File: src/rtl/can_irq_collector.sv
module can_irq_collector #(
  parameter int          SW       = 2,
  parameter logic [15:0] VEC_BASE = 16'h1FFA
) (
  input  logic        clk,
  input  logic        rst_n,
  input  logic        rx_done,
  input  logic        tx_done,
  input  logic [SW-1:0] err_stat,
  input  logic [SW-1:0] bus_stat,
  input  logic [1:0]  buf_full,
  input  logic        msg_arrive,
  input  logic        bus_active,
  input  logic        sleep_mode,
  input  logic [1:0]  reg_addr,
  input  logic        reg_wr,
  input  logic [7:0]  reg_wdata,
  output logic [7:0]  reg_rdata,
  output logic        irq_req,
  output logic [15:0] vec_addr
);
  localparam logic [1:0] A_CTRL = 2'd0;
  localparam logic [1:0] A_SRC  = 2'd3;

  logic [4:0]      flags;
  logic [3:0]      enables;
  logic [2*SW-1:0] prev_st;
  logic            prev_vld;
  logic [4:0]      ev;
  logic [4:0]      clr;

  assign ev[0] = rx_done;
  assign ev[1] = tx_done;
  assign ev[2] = prev_vld && ({err_stat, bus_stat} != prev_st);
  assign ev[3] = msg_arrive && (&buf_full);
  assign ev[4] = bus_active && sleep_mode;

  assign clr = (reg_wr && reg_addr == A_SRC) ? reg_wdata[4:0] : 5'd0;

  always_ff @(posedge clk) begin
    if (!rst_n) begin
      flags    <= '0;
      enables  <= '0;
      prev_st  <= '0;
      prev_vld <= 1'b0;
    end else begin
      flags    <= (flags & ~clr) | ev;
      prev_st  <= {err_stat, bus_stat};
      prev_vld <= 1'b1;
      if (reg_wr && reg_addr == A_CTRL) enables <= reg_wdata[3:0];
    end
  end

  always_comb begin
    case (reg_addr)
      A_CTRL:  reg_rdata = {4'd0, enables};
      A_SRC:   reg_rdata = {3'd0, flags};
      default: reg_rdata = 8'd0;
    endcase
  end

  assign irq_req  = (|(flags[3:0] & enables)) | flags[4];
  assign vec_addr = VEC_BASE;

  a_r2_rx_sets: assert property (@(posedge clk) disable iff (!rst_n)
    rx_done |=> flags[0]);
  a_r3_change_sets: assert property (@(posedge clk) disable iff (!rst_n)
    (prev_vld && {err_stat, bus_stat} != prev_st) |=> flags[2]);
  a_r4_overrun_sets: assert property (@(posedge clk) disable iff (!rst_n)
    (msg_arrive && buf_full == 2'b11) |=> flags[3]);
  a_r5_wake_only_asleep: assert property (@(posedge clk) disable iff (!rst_n)
    (!flags[4] && !(bus_active && sleep_mode)) |=> !flags[4]);
  a_r6_wake_unmasked: assert property (@(posedge clk) disable iff (!rst_n)
    flags[4] |-> irq_req);
  a_r7_clear_works: assert property (@(posedge clk) disable iff (!rst_n)
    (reg_wr && reg_addr == A_SRC && reg_wdata[1] && !tx_done) |=> !flags[1]);
endmodule

File: config.mk
export PLATFORM = sky130hd
export DESIGN_NAME = can_irq_collector
export DESIGN_NICKNAME = d
export VERILOG_FILES = /design/src/rtl/can_irq_collector.sv
export SDC_FILE = /design/constraint.sdc
export NUM_CORES = 1
export LEC_CHECK = 0
export BUFFER_PORTS_ARGS = -buffer_cell sky130_fd_sc_hd__buf_2
export CAP_MARGIN = 15
export CORE_AREA = 2 2 46 48
export CTS_CLUSTER_SIZE = 10
export DETAILED_ROUTE_END_ITERATION = 16
export DIE_AREA = 0 0 48 50
export GPL_TIMING_DRIVEN = 0
export PLACE_DENSITY = 0.86
export SLEW_MARGIN = 40
export SYNTH_ARGS = -nofsm -noshare
export SYNTH_HDL_FRONTEND = slang
export SYNTH_SLANG_ARGS = --single-unit
export TNS_END_PERCENT = 100
File: constraint.sdc
create_clock -name clk -period 3.1 [get_ports clk]
set_clock_uncertainty 0.2 [all_clocks]
set_input_delay 0.31 -clock clk [delete_from_list [all_inputs] [get_ports clk]]
set_output_delay 0.31 -clock clk [all_outputs]
set_load 0.05 [all_outputs]
==> summary.txt <==
Run status = finished clean
Total Power = 457 µW
Full die area = 2400 µm²
Synth cell types = 20
Layout cells sized above 1 = 0.374
Max-slew violations = 0
Area grow syn2layout = 34.3%
CP Max Fanout = 3
DP Wirelength = 1330 µm
Total track usage = 0.152
Clock root buffer = clkbuf_4
CP Launch Type = register
Final Util = 0.554
Postcts setup bufs = 0
CP max stage delay = 0.40 ns
Initial antenna violation count = 0
EDFF count, synth = 0
Hold path endpoint = prev_st[1]
Max cap viols = 0
Worst reg2reg path startpoint = prev_st[2]
Pin count of the biggest net entering global routing = 11
Crit-path cells = a222oi_1 -> nand2_1 -> buf_2
Synthesized flop and latch total = 14
R2R Setup Slk = 1.86 ns
Die H = 50 µm
Worst-skew pair later-pin latency = 0.27 ns
Fin nets = 166
Vias in the first global route = 651
Commonest cells post-synth = buf_4 (19), dfxtp_1 (14), nand3_1 (9)
Initial Utilization = 0.412
Area of the multi-input gates = 399 µm²
Routed len/inst = 9.78 µm
Antenna Cells = 0
Max frequency = 0.545 GHz
First-pass DRT Iterations = 5
FF-to-FF path depth = 3
DRT Wirelength = 1620 µm
Storage element area = 280 µm²
Post-route ant nets = 0
Synth top area cells = dfxtp_1 (36%), buf_4 (18%), nand3_1 (5.7%), a22oi_1 (4.8%), xor2_1 (4.5%)
Pleak = 0.000538 µW
Synth Warn # = 0
Grt ovf = 0
Maximum VDD drop = 0.320 mV
PortBufs = 25
Setup TNS = 0 ns
Number of CTS-inserted buffers = 3
Setup crit end kind = output pin
DRC violations left = 0
Htree depth = 1
Register area share after synthesis = 0.357
I/O pins = 49
Hold depth = 2
Crit path time final = 1.84 ns
CTS tree = yes
Worst EP arrival = 1.33 ns
Period utilisation layout = 0.592
CTS clk-pin slew, worst paths = 0.08 ns
Post-synth top flop = dfxtp_1
Via Count = 703
Fin. Hold Viols = 0
WP data required = 2.59 ns
Cell taking the most area after synthesis = dfxtp_1
Fillers = 191
Cell with the most instances after synthesis = buf_4
Core ar. = 1900 µm²
WS Path Type = register to output pin
WHS = 0.0586 ns
CTS Sinks = 14
Max Root-Sink Buffers = 2
Cells after synthesis = 92
Slowest CP cell = a222oi_1
Final setup viols = 0
Synth Cell Area = 785 µm²
Hold WC Path Type = input pin to register
Gpl congestion = 0.729
DRT iter0 DRCs = 11
FF-to-FF End = flags[2]
RSZ-0062 raised after global routing = false
Async set-reset flop share out of synthesis = 0
Critical hold path startpoint = bus_stat[1]
Syn Area/Cell = 8.53 µm²
Vias per std cell = 4.23
Row cnt = 16
Die Wd = 48 µm
PD cells = 434 nW/µm²
First-pass GRT wire length = 2590 µm
Synth top area share = 0.357
## cell usage in the layout, fill, tap and decap left out, drive strengths merged
cell,instances
a21boi,5
a21oi,3
a222oi,1
a22oi,5
a32oi,1
and2,5
buf,47
clkbuf,5
conb,19
dfxtp,14
dlygate4sd3,1
ha,2
inv,2
nand2,7
nand3,9
nor2,4
nor2b,4
o41ai,1
xor2,4
## how the worst max path moves through the flow
stage,startpoint,end,slack [ns],cells past startpoint
floorplan,reg_addr[0],reg_rdata[0],1.21,5
global placement,reg_addr[0],reg_rdata[0],1.35,7
detailed placement,reg_addr[0],reg_rdata[1],1.32,7
CTS,flags[3],irq_req,1.26,3
global route,flags[3],irq_req,1.14,3
finish,flags[3],irq_req,1.26,3
## logic make-up (layout without fill, tap and decap cells)
kind of cell / count (synthesis) / in the layout / synth area share
and+or+nand+nor: 29 / 29 / 0.182
buffers and inverters: 25 / 55 / 0.215
AOI/OAI and AO/OA: 16 / 16 / 0.160
DFF: 14 / 14 / 0.357
xor gates and xnor gates: 4 / 4 / 0.0447
adders and majority gates: 2 / 2 / 0.0319
other: 2 / 19 / 0.00957
## metal layers
layer,vias up,global-route usage,share of wire
li1,363,-,-
met1,303,0.176,0.42
met2,37,0.256,0.49
met3,0,0.0403,0.095
met4,0,0.0541,0
met5,-,0,0
## state kept, by name, indices dropped and copies added (netlist names)
name,flops
flags,5
enables,4
prev_st,4
prev_vld,1
## cell type report
type / count / area share
buffer: 23 / 0.153
clock buffer: 4 / 0.0344
inverter: 2 / 0.00713
multi-input combinational: 70 / 0.379
sequential: 14 / 0.266
tap: 27 / 0.0321
timing repair buffer: 26 / 0.128
## repair_timing
item / in CTS / in global routing
hold buffers: 1 / 0
gates resized for setup: 0 / 0
hold endpoints to repair: 1 / 0
## report_power, final
part,switching [µW],internal (µW)
registers,6.83,190
clock network,56.6,71.3
logic,89.4,43.0
## metrics by stage
stage / instance area, µm² / setup slack (ns) / instances
2_1_floorplan: 848 / 1.21 / 109
3_3_place_gp: 1010 / 1.35 / 161
3_5_place_dp: 1010 / 1.32 / 161
4_1_cts: 1050 / 1.26 / 166
5_1_grt: 1050 / 1.14 / 166
6_report: 1050 / 1.26 / 166
## worst max-delay path, delay by kind of cell (launching register included)
family | cells | cell delay (ns)
AOI/OAI and AO/OA | 1 | 0.40
buffers and inverters | 1 | 0.23
DFF | 1 | 0.33
and+or+nand+nor | 1 | 0.10
Power figures use the tool's default switching activity.
